**config.mk**
```make
export PLATFORM = sky130hd
export DESIGN_NAME = pixel_adjust
export DESIGN_NICKNAME = d
export VERILOG_FILES = /design/src/rtl/pxadj_pkg.sv /design/src/rtl/pxadj_sync_in.sv /design/src/rtl/pxadj_param_latch.sv /design/src/rtl/pxadj_channel.sv /design/src/rtl/pxadj_ctrl_pipe.sv /design/src/rtl/pixel_adjust.sv
export SDC_FILE = /design/constraint.sdc
export NUM_CORES = 1
export LEC_CHECK = 0
export CORE_AREA = 5 5 201 203
export CTS_CLUSTER_DIAMETER = 80
export DETAILED_ROUTE_END_ITERATION = 16
export DIE_AREA = 0 0 206 208
export GPL_TIMING_DRIVEN = 0
export PLACE_DENSITY = 0.66
export SLEW_MARGIN = 20
export SYNTH_ARGS = -nofsm -noshare
export SYNTH_HDL_FRONTEND = slang
export SYNTH_SLANG_ARGS = --single-unit
```
**constraint.sdc**
```tcl
create_clock -name clk -period 14.42 [get_ports clk]
set_input_delay 3.605 -clock clk [delete_from_list [all_inputs] [get_ports clk]]
set_output_delay 3.605 -clock clk [all_outputs]
set_load 0.02 [all_outputs]
```
**src/rtl/pxadj_pkg.sv**
```systemverilog
package pxadj_pkg;
  localparam int CH_W    = 8;
  localparam int NUM_CH  = 3;
  localparam int PIX_W   = CH_W * NUM_CH;
  localparam int GAIN_W  = 16;
  localparam int FRAC_W  = 8;
  localparam int OFF_W   = 9;
  localparam int LATENCY = 3;
  localparam int PROD_W  = CH_W + GAIN_W;
  localparam int SUM_W   = PROD_W + 2;

  typedef struct packed {
    logic hs;
    logic vs;
    logic de;
  } ctrl_t;
endpackage

```
**src/rtl/pxadj_sync_in.sv**
```systemverilog
module pxadj_sync_in
  import pxadj_pkg::*;
#(
  parameter int W = PIX_W
) (
  input  logic         clk,
  input  logic         rst,
  input  logic [W-1:0] in_rgb,
  input  logic         in_hs,
  input  logic         in_vs,
  input  logic         in_de,
  input  logic         hs_invert,
  input  logic         vs_invert,
  output logic [W-1:0] s1_rgb,
  output ctrl_t        s1_ctrl
);
  always_ff @(posedge clk) begin
    if (rst) begin
      s1_rgb  <= '0;
      s1_ctrl <= '0;
    end else begin
      s1_rgb     <= in_rgb;
      s1_ctrl.hs <= in_hs ^ hs_invert;
      s1_ctrl.vs <= in_vs ^ vs_invert;
      s1_ctrl.de <= in_de;
    end
  end

  // the registered sync is active-high after polarity correction
  a_r3_polarity: assert property (@(posedge clk) disable iff (rst)
    $past(!rst) |-> (s1_ctrl.vs == ($past(in_vs) ^ $past(vs_invert))));
endmodule

```
**src/rtl/pxadj_param_latch.sv**
```systemverilog
module pxadj_param_latch
  import pxadj_pkg::*;
(
  input  logic              clk,
  input  logic              rst,
  input  logic              vs_norm,
  input  logic [GAIN_W-1:0] gain_cfg,
  input  logic [OFF_W-1:0]  offset_cfg,
  output logic [GAIN_W-1:0] gain_act,
  output logic [OFF_W-1:0]  offset_act
);
  localparam logic [GAIN_W-1:0] UNITY = GAIN_W'(1) << FRAC_W;

  logic vs_q;
  logic vs_rise;

  assign vs_rise = vs_norm & ~vs_q;

  always_ff @(posedge clk) begin
    if (rst) begin
      vs_q       <= 1'b0;
      gain_act   <= UNITY;
      offset_act <= '0;
    end else begin
      vs_q <= vs_norm;
      if (vs_rise) begin
        gain_act   <= gain_cfg;
        offset_act <= offset_cfg;
      end
    end
  end

  // working parameters move only at a frame start
  a_r8_gain_hold: assert property (@(posedge clk) disable iff (rst)
    !vs_rise |=> $stable(gain_act));
  a_r8_offset_hold: assert property (@(posedge clk) disable iff (rst)
    !vs_rise |=> $stable(offset_act));
endmodule

```
**src/rtl/pxadj_channel.sv**
```systemverilog
module pxadj_channel
  import pxadj_pkg::*;
(
  input  logic              clk,
  input  logic              rst,
  input  logic [CH_W-1:0]   pix,
  input  logic [GAIN_W-1:0] gain,
  input  logic [OFF_W-1:0]  offset,
  input  logic              de_s2,
  output logic [CH_W-1:0]   result
);
  localparam logic [CH_W-1:0] MAXV = {CH_W{1'b1}};
  localparam logic signed [SUM_W-1:0] LIMIT = SUM_W'(1) << (CH_W + FRAC_W);

  logic [PROD_W-1:0]       prod_q;
  logic signed [OFF_W-1:0] off_q;
  logic signed [SUM_W-1:0] wide;
  logic [CH_W-1:0]         clamped;

  // stage 2: multiply, carry the offset alongside
  always_ff @(posedge clk) begin
    if (rst) begin
      prod_q <= '0;
      off_q  <= '0;
    end else begin
      prod_q <= PROD_W'(pix) * PROD_W'(gain);
      off_q  <= offset;
    end
  end

  // offset is scaled into the fraction grid, so floor(p/256)+o is exact
  always_comb begin
    wide = $signed({2'b00, prod_q}) + ($signed(SUM_W'(off_q)) <<< FRAC_W);
    if (wide < 0)
      clamped = '0;
    else if (wide >= LIMIT)
      clamped = MAXV;
    else
      clamped = wide[CH_W+FRAC_W-1:FRAC_W];
  end

  // stage 3: add, clamp, blank
  always_ff @(posedge clk) begin
    if (rst) result <= '0;
    else     result <= de_s2 ? clamped : '0;
  end

  // blanked stage never carries pixel data
  a_r4_blank: assert property (@(posedge clk) disable iff (rst)
    !de_s2 |=> (result == '0));
endmodule

```
**src/rtl/pxadj_ctrl_pipe.sv**
```systemverilog
module pxadj_ctrl_pipe
  import pxadj_pkg::*;
#(
  parameter int DEPTH = LATENCY - 1
) (
  input  logic  clk,
  input  logic  rst,
  input  ctrl_t d,
  output ctrl_t mid,
  output ctrl_t q
);
  ctrl_t stg [DEPTH];

  for (genvar i = 0; i < DEPTH; i++) begin : g_stage
    always_ff @(posedge clk) begin
      if (rst)         stg[i] <= '0;
      else if (i == 0) stg[i] <= d;
      else             stg[i] <= stg[(i == 0) ? 0 : i-1];
    end
  end

  assign mid = stg[DEPTH-2];
  assign q   = stg[DEPTH-1];
endmodule

```
**src/rtl/pixel_adjust.sv**
```systemverilog
module pixel_adjust
  import pxadj_pkg::*;
(
  input  logic              clk,
  input  logic              rst,
  input  logic [PIX_W-1:0]  in_rgb,
  input  logic              in_hs,
  input  logic              in_vs,
  input  logic              in_de,
  input  logic              hs_invert,
  input  logic              vs_invert,
  input  logic [GAIN_W-1:0] gain_cfg,
  input  logic [OFF_W-1:0]  offset_cfg,
  output logic [PIX_W-1:0]  out_rgb,
  output logic              out_hs,
  output logic              out_vs,
  output logic              out_de
);
  logic [PIX_W-1:0]  s1_rgb;
  ctrl_t             s1_ctrl, s2_ctrl, s3_ctrl;
  logic [GAIN_W-1:0] gain_act;
  logic [OFF_W-1:0]  offset_act;

  pxadj_sync_in #(.W(PIX_W)) u_in (
    .clk(clk), .rst(rst), .in_rgb(in_rgb), .in_hs(in_hs), .in_vs(in_vs),
    .in_de(in_de), .hs_invert(hs_invert), .vs_invert(vs_invert),
    .s1_rgb(s1_rgb), .s1_ctrl(s1_ctrl));

  pxadj_param_latch u_param (
    .clk(clk), .rst(rst), .vs_norm(s1_ctrl.vs), .gain_cfg(gain_cfg),
    .offset_cfg(offset_cfg), .gain_act(gain_act), .offset_act(offset_act));

  pxadj_ctrl_pipe #(.DEPTH(LATENCY-1)) u_ctrl (
    .clk(clk), .rst(rst), .d(s1_ctrl), .mid(s2_ctrl), .q(s3_ctrl));

  for (genvar c = 0; c < NUM_CH; c++) begin : g_ch
    pxadj_channel u_ch (
      .clk(clk), .rst(rst), .pix(s1_rgb[c*CH_W +: CH_W]), .gain(gain_act),
      .offset(offset_act), .de_s2(s2_ctrl.de),
      .result(out_rgb[c*CH_W +: CH_W]));
  end

  assign out_hs = s3_ctrl.hs;
  assign out_vs = s3_ctrl.vs;
  assign out_de = s3_ctrl.de;

  // cycles since reset, so delay checks never reach back into reset
  logic [2:0] warm;
  always_ff @(posedge clk) begin
    if (rst)                 warm <= '0;
    else if (warm < LATENCY) warm <= warm + 3'd1;
  end

  // flags delayed by the full pipeline length
  a_r2_de_align: assert property (@(posedge clk) disable iff (rst)
    (warm == LATENCY) |-> (out_de == $past(in_de, 3)));
  a_r2_hs_align: assert property (@(posedge clk) disable iff (rst)
    (warm == LATENCY) |-> (out_hs == $past(in_hs ^ hs_invert, 3)));
  // blanking at the port
  a_r4_port_blank: assert property (@(posedge clk) disable iff (rst)
    !out_de |-> (out_rgb == '0));
endmodule

```
==> results of run 1 <==
## critical path, delay by kind of cell, from the launching register on
| family | cells | cell delay [ps] |
|---|---|---|
| adders and majority gates | 5 | 2330 |
| AOI/OAI and AO/OA | 8 | 1860 |
| buffers and inverters | 4 | 670 |
| DFF | 1 | 600 |
| muxes | 1 | 330 |
| and+or+nand+nor | 1 | 160 |
## routing by layer
metal	up-vias	global-route usage [%]
met3	92	4.53
met4	0	7.48
met5	-	0
met2	447	36.2
met1	6971	32.2
li1	6750	-
## worst max-delay path by stage
stage                             start                 endpoint  cells past startpoint  slack (ps)
finish              u_param.gain_act[4]  g_ch[0].u_ch.prod_q[23]                     19        8340
global route        u_param.gain_act[4]  g_ch[0].u_ch.prod_q[23]                     19        8110
CTS                 u_param.gain_act[4]  g_ch[0].u_ch.prod_q[23]                     19        8420
detailed placement                  rst  g_ch[1].u_ch.prod_q[10]                      5        8190
global placement                    rst  g_ch[1].u_ch.prod_q[10]                      5        8220
floorplan           u_param.gain_act[4]  g_ch[0].u_ch.prod_q[23]                     19        9370
## layout make-up
class / instances / share of cell area [%]
inverter: 316 / 5.85
tap: 518 / 3.20
clock buffer: 17 / 2.10
buffer: 86 / 1.59
timing repair buffer: 82 / 4.05
multi-input combinational: 1529 / 68.6
sequential: 139 / 13.7
clock inverter: 15 / 0.871
## sequential cells by signal (all words and copies together), names as in the netlist
signal              flops
g_ch.u_ch.off_q         9
u_ctrl.stg              6
u_param.gain_act       16
u_in.s1_ctrl            3
g_ch.u_ch.prod_q       48
u_param.offset_act      9
u_in.s1_rgb            24
g_ch.u_ch.result       24
## power by group
| part | switching [mW] | internal [mW] |
|---|---|---|
| registers | 0.0276 | 0.410 |
| logic | 0.228 | 0.152 |
| clock network | 0.216 | 0.248 |
| total | 0.472 | 0.811 |
## stage by stage
step           std cells  cell area (um^2)  setup WS [ps]  util [%]  power (mW)
2_1_floorplan       2070             18200           9370         -       0.694
3_3_place_gp        2670             19700           8220      51.3       0.816
3_5_place_dp        2670             19700           8190      51.3       0.825
4_1_cts             2702             20300           8420      52.9        1.29
5_1_grt             2702             20300           8110      52.9        1.36
6_report            2702             20300           8340      52.9        1.28
## logic make-up (layout without fill, tap and decap cells)
logic type               count (synthesis)  in the layout  synth area share [%]
AO/OA/AOI/OAI                          300            300                  10.7
AND/OR/NAND/NOR                        709            709                  21.0
XOR/XNOR                                77             77                  3.71
adder cells (fa/ha/maj)                438            438                  40.7
buffers and inverters                  402            516                  8.30
flip-flops                             139            139                  15.3
multiplexers                             5              5                 0.282
## synth_stat cells, types with 16 or more instances
master,number,share of area (%)
ha_1,183,13
nor2b_1,58,2.0
a31oi_1,21,0.72
fa_1,255,28
xor2_1,40,1.9
and2_1,319,11
nor2_1,93,1.9
clkbuf_1,79,1.6
nor3_1,16,0.44
inv_1,316,6.5
a21oi_1,101,2.8
dfxtp_1,139,15
xnor2_1,37,1.8
o21ai_0,41,1.1
nand2_1,153,3.2
o21a_1,28,1.2
a21o_1,24,0.99
==> impl_metrics.csv, run 1 <==
group,metric,value,unit
floorplan,die_h,208,um
placement,gp_congestion,0.927,
yosys,synth-edff-count,0,
power_and_ir_drop,power.density,63.3,nW/um^2
route,drt_iter0_drc,716,
floorplan,io_pins,83,
clock_network,post_cts_buffers,0,
timing,fin_crit_sh,42.2,%
worst_setup_path,critPathMaxFanout,10,
min_path,holdPathEnd,"u_ctrl.stg[1][2]",
clock_network,cts_root_buf,"clkbuf_16",
route,topRoutingLayerUsed,"met4",
timing,holdWs,439,ps
yosys,ys_ff_latch,139,
clock_network,tritoncts,"done",
worst_setup_path,cp_slowest_cell,"dfxtp_1",
yosys,synth_area_per_cell,8.79,um^2
route,wl_met1,21500,um
layout,drive_gt1_share,2.11,%
floorplan,die_area,42800,um^2
yosys,ys_async_sr_fraction,0,%
layout,nets,2665,
timing,tightest_slew,936,ps
worst_setup_path,crit_path_end_kind,"flip-flop",
layout,num_antenna_cells,0,
clock_network,cts_buffers,17,
placement,dp.final_hpwl,38900,um
yosys,yosysWarnings,0,
clock_network,clk_latency,460,ps
run,drv_cap,0,
timing,setup_viol,0,
timing,tns,0,ps
worst_setup_path,r2r-end,"g_ch[0].u_ch.prod_q[23]",
route,dr_wl_met2,21600,um
layout,layout_common_cells,"and2_1 (319), inv_1 (316), fa_1 (255)",
yosys,syn_area,18200,um^2
yosys,synth_nets,2564,
timing,hold_violations,0,
floorplan,die_x,206,um
global_routing,grt_max_degree,31,
global_routing,grt_pass1_wl,78300,um
layout,area_growth,11.4,%
global_routing,grt_overflow,0,
yosys,synth_ff_type,"dfxtp_1",
timing,rsz0062_at_grt,"false",
yosys,postSynthCellCount,2070,
min_path,min_from,"u_ctrl.stg[0][2]",
clock_network,clkSlewWorstSetupHoldPaths,70,ps
timing,fin_worst_skew,18.9,ps
global_routing,antenna_found_initial,2,
route,route.met3.wl,3300,um
worst_setup_path,worst_setup_path_start_kind,"flip-flop",
yosys,synthDistinctLibCells,68,
min_path,hold_depth,1,
power_and_ir_drop,power_leakage,9.97,nW
worst_setup_path,crit_chain,"clkbuf_1 -> nand2_1 -> fa_1 -> fa_1 -> inv_1 -> fa_1 -> inv_1 -> fa_1 -> inv_1 -> ha_1 -> o21a_1 -> o31a_1 -> o31a_1 -> o31a_1 -> a221oi_2 -> o21ai_1 -> o41ai_2 -> o21ai_1 -> mux2_1",
layout,multi_input_area,13900,um^2
timing,slew_headroom,37.6,%
route,ant_nets,0,
route,via_per_inst,5.28,
clock_network,cts_buffer_depth,2,
route,wl_per_cell,17.8,um
worst_setup_path,cp_common_cell,"fa_1",
route,remaining_drc_errors,0,
worst_setup_path,critical_path_class,"reg -> reg",
floorplan,floorplan.initialDensity,47.5,%
global_routing,grt_pass1_vias,14800,
worst_setup_path,cpPeakStageDelay,600,ps
worst_setup_path,arrival,6420,ps
route,vias,14300,
worst_setup_path,worst-r2r-cell-count,19,
clock_network,cts-hold-fix-buffers,0,
clock_network,cts-htree-levels,4,
layout,nFillCells,3566,
route,first_pass_iters,6,
placement,io_buffers,82,
worst_setup_path,critPathRequiredTime,14760,ps
timing,fin_crit,6080,ps
global_routing,grt_usage,23.1,%
layout,final_common_cell,"and2_1",
worst_setup_path,rrSetupSlack,8340,ps
layout,seqCellArea,2780,um^2
floorplan,core-area,38300,um^2
timing,max_freq,0.164,GHz
clock_network,cts_sinks,139,
run_status,outcome,"completed",
worst_setup_path,r2r-start,"u_param.gain_act[4]",
clock_network,cts-resized-gates,0,
route,routed_wl,48000,um
power_and_ir_drop,vdd_drop_max,0.0819,mV
timing,slew_viol_final,0,
min_path,hold_class,"reg -> reg",
floorplan,placementRows,72,
yosys,synth_seq_area_share,15.3,%
Power figures use the tool's default switching activity.
==> inputs of run 2 (changes only) <==
Clock period 14.42 ns to 6.03 ns, I/O delays scaled along.
==> impl_metrics.csv, run 2 (same netlist as run 1, synthesis figures left out) <==
group,metric,value,unit
clock_network,clk_latency,460,ps
worst_setup_path,crit_chain,"clkbuf_1 -> and2_1 -> fa_1 -> fa_1 -> fa_1 -> inv_1 -> fa_1 -> inv_1 -> ha_1 -> or2_2 -> a21boi_0 -> o31a_1 -> a221oi_2 -> o21ai_1 -> o41ai_2 -> o21ai_1 -> mux2_1",
floorplan,placementRows,72,
floorplan,core-area,38300,um^2
clock_network,post_cts_buffers,0,
route,via_per_inst,5.27,
floorplan,die_h,208,um
worst_setup_path,critPathRequiredTime,6370,ps
route,routed_wl,48000,um
route,ant_nets,0,
route,drt_iter0_drc,802,
layout,design_area,20300,um^2
layout,area_growth,11.6,%
layout,final_common_cell,"and2_1",
route,remaining_drc_errors,0,
timing,rsz0062_at_grt,"false",
timing,setup_viol,0,
placement,dp.final_hpwl,38900,um
clock_network,clkSlewWorstSetupHoldPaths,70,ps
clock_network,cts-resized-gates,0,
clock_network,cts_root_buf,"clkbuf_16",
floorplan,floorplan.initialDensity,47.5,%
layout,final_cells,2702,
route,vias,14200,
timing,slew_headroom,37.0,%
layout,regMostFlops,"g_ch.u_ch.prod_q",
placement,dp.cells,2670,
placement,io_buffers,82,
floorplan,io_pins,83,
clock_network,tritoncts,"done",
worst_setup_path,critical_path_class,"reg -> reg",
clock_network,cts_buffer_depth,2,
worst_setup_path,cp_slowest_cell,"dfxtp_1",
global_routing,grt_pass1_vias,14800,
clock_network,cts-htree-levels,4,
timing,hold_violations,0,
run,drv_cap,0,
timing,max_freq,0.173,GHz
layout,num_antenna_cells,0,
run_status,outcome,"completed",
global_routing,grt_usage,23.1,%
worst_setup_path,cp_common_cell,"fa_1",
global_routing,antenna_found_initial,2,
timing,tightest_slew,945,ps
timing,fin_crit,5770,ps
clock_network,cts_sinks,139,
floorplan,die_x,206,um
worst_setup_path,arrival,6110,ps
placement,dpl_cell_area,19700,um^2
clock_network,cts_buffers,17,
worst_setup_path,critPathMaxFanout,10,
layout,largest_reg_flops,48,
layout,layout_common_cells,"and2_1 (319), inv_1 (316), fa_1 (255)",
global_routing,grt_overflow,0,
timing,fin_worst_skew,18.8,ps
global_routing,grt_max_degree,31,
power_and_ir_drop,power.density,151,nW/um^2
timing,slew_viol_final,0,
floorplan,die_area,42800,um^2
power_and_ir_drop,power_leakage,10.0,nW
timing,fin_crit_sh,95.8,%
timing,tns,0,ps
worst_setup_path,crit_path_end_kind,"flip-flop",
layout,reg.largest.list,"g_ch.u_ch.prod_q (48), g_ch.u_ch.result (24), u_in.s1_rgb (24)",
worst_setup_path,cpPeakStageDelay,630,ps
clock_network,cts-hold-fix-buffers,0,
route,wl_per_cell,17.8,um
layout,drive_gt1_share,3.25,%
placement,gp_congestion,0.927,
power_and_ir_drop,vdd_drop_max,0.196,mV
min_path,hold_class,"reg -> reg",
layout,fin_util,53.0,%
worst_setup_path,worst_setup_path_start_kind,"flip-flop",
layout,nets,2665,
global_routing,grt_pass1_wl,78300,um
route,first_pass_iters,8,
[run 2: cell counts in the layout (fill, tap and decap cells not counted)]
Identical to the previous run, type by type.
[run 2: through the flow]
stage	total power, mW	hold slack, ps	setup WS (ps)
2_1_floorplan	1.66	414	984
3_3_place_gp	1.95	419	85.1
3_5_place_dp	1.97	428	66.4
4_1_cts	3.09	443	28.5
5_1_grt	3.26	474	4.04
6_report	3.07	439	255
[run 2: path summary, 6_finish.rpt]
| kind | slack, ps | endpoint | cells past startpoint | startpoint |
|---|---|---|---|---|
| worst max-delay path | 260 | g_ch[0].u_ch.prod_q[23] | 17 | u_param.gain_act[9] |
| worst min-delay path | 440 | u_ctrl.stg[1][2] | 1 | u_ctrl.stg[0][2] |
| worst max register to register | 260 | g_ch[0].u_ch.prod_q[23] | 17 | u_param.gain_act[9] |
| worst min register to register | 440 | u_ctrl.stg[1][2] | 1 | u_ctrl.stg[0][2] |
[run 2: cell type report]
| type | instances | area, um^2 |
|---|---|---|
| inverter | 316 | 1190 |
| tap | 518 | 648 |
| buffer | 86 | 350 |
| timing repair buffer | 82 | 821 |
| sequential | 139 | 2790 |
| clock buffer | 17 | 425 |
| fill | 3563 | 18000 |
| clock inverter | 15 | 176 |
| multi-input combinational | 1529 | 13900 |
[run 2: report_power, final]
group	internal [mW]	switching, mW	total (mW)	leakage (nW)
logic	0.366	0.546	0.913	8.60
clock network	0.593	0.516	1.11	0.298
registers	0.981	0.0663	1.05	1.14
[run 2: worst max-delay path, delay by kind of cell (launching register included)]
kind / cells / cell delay, ps
AO/OA/AOI/OAI: 6 / 1270
buffers and inverters: 3 / 590
adder cells (fa/ha/maj): 5 / 2230
AND/OR/NAND/NOR: 2 / 590
multiplexers: 1 / 330
flip-flops: 1 / 630
[run 2: metal layers]
layer / up-vias / track usage (%) / part of all wire, %
li1: 6752 / - / -
met1: 6960 / 32.2 / 45
met2: 435 / 36.2 / 45
met3: 84 / 4.53 / 7.0
met4: 0 / 7.48 / 3.1
met5: - / 0 / 0
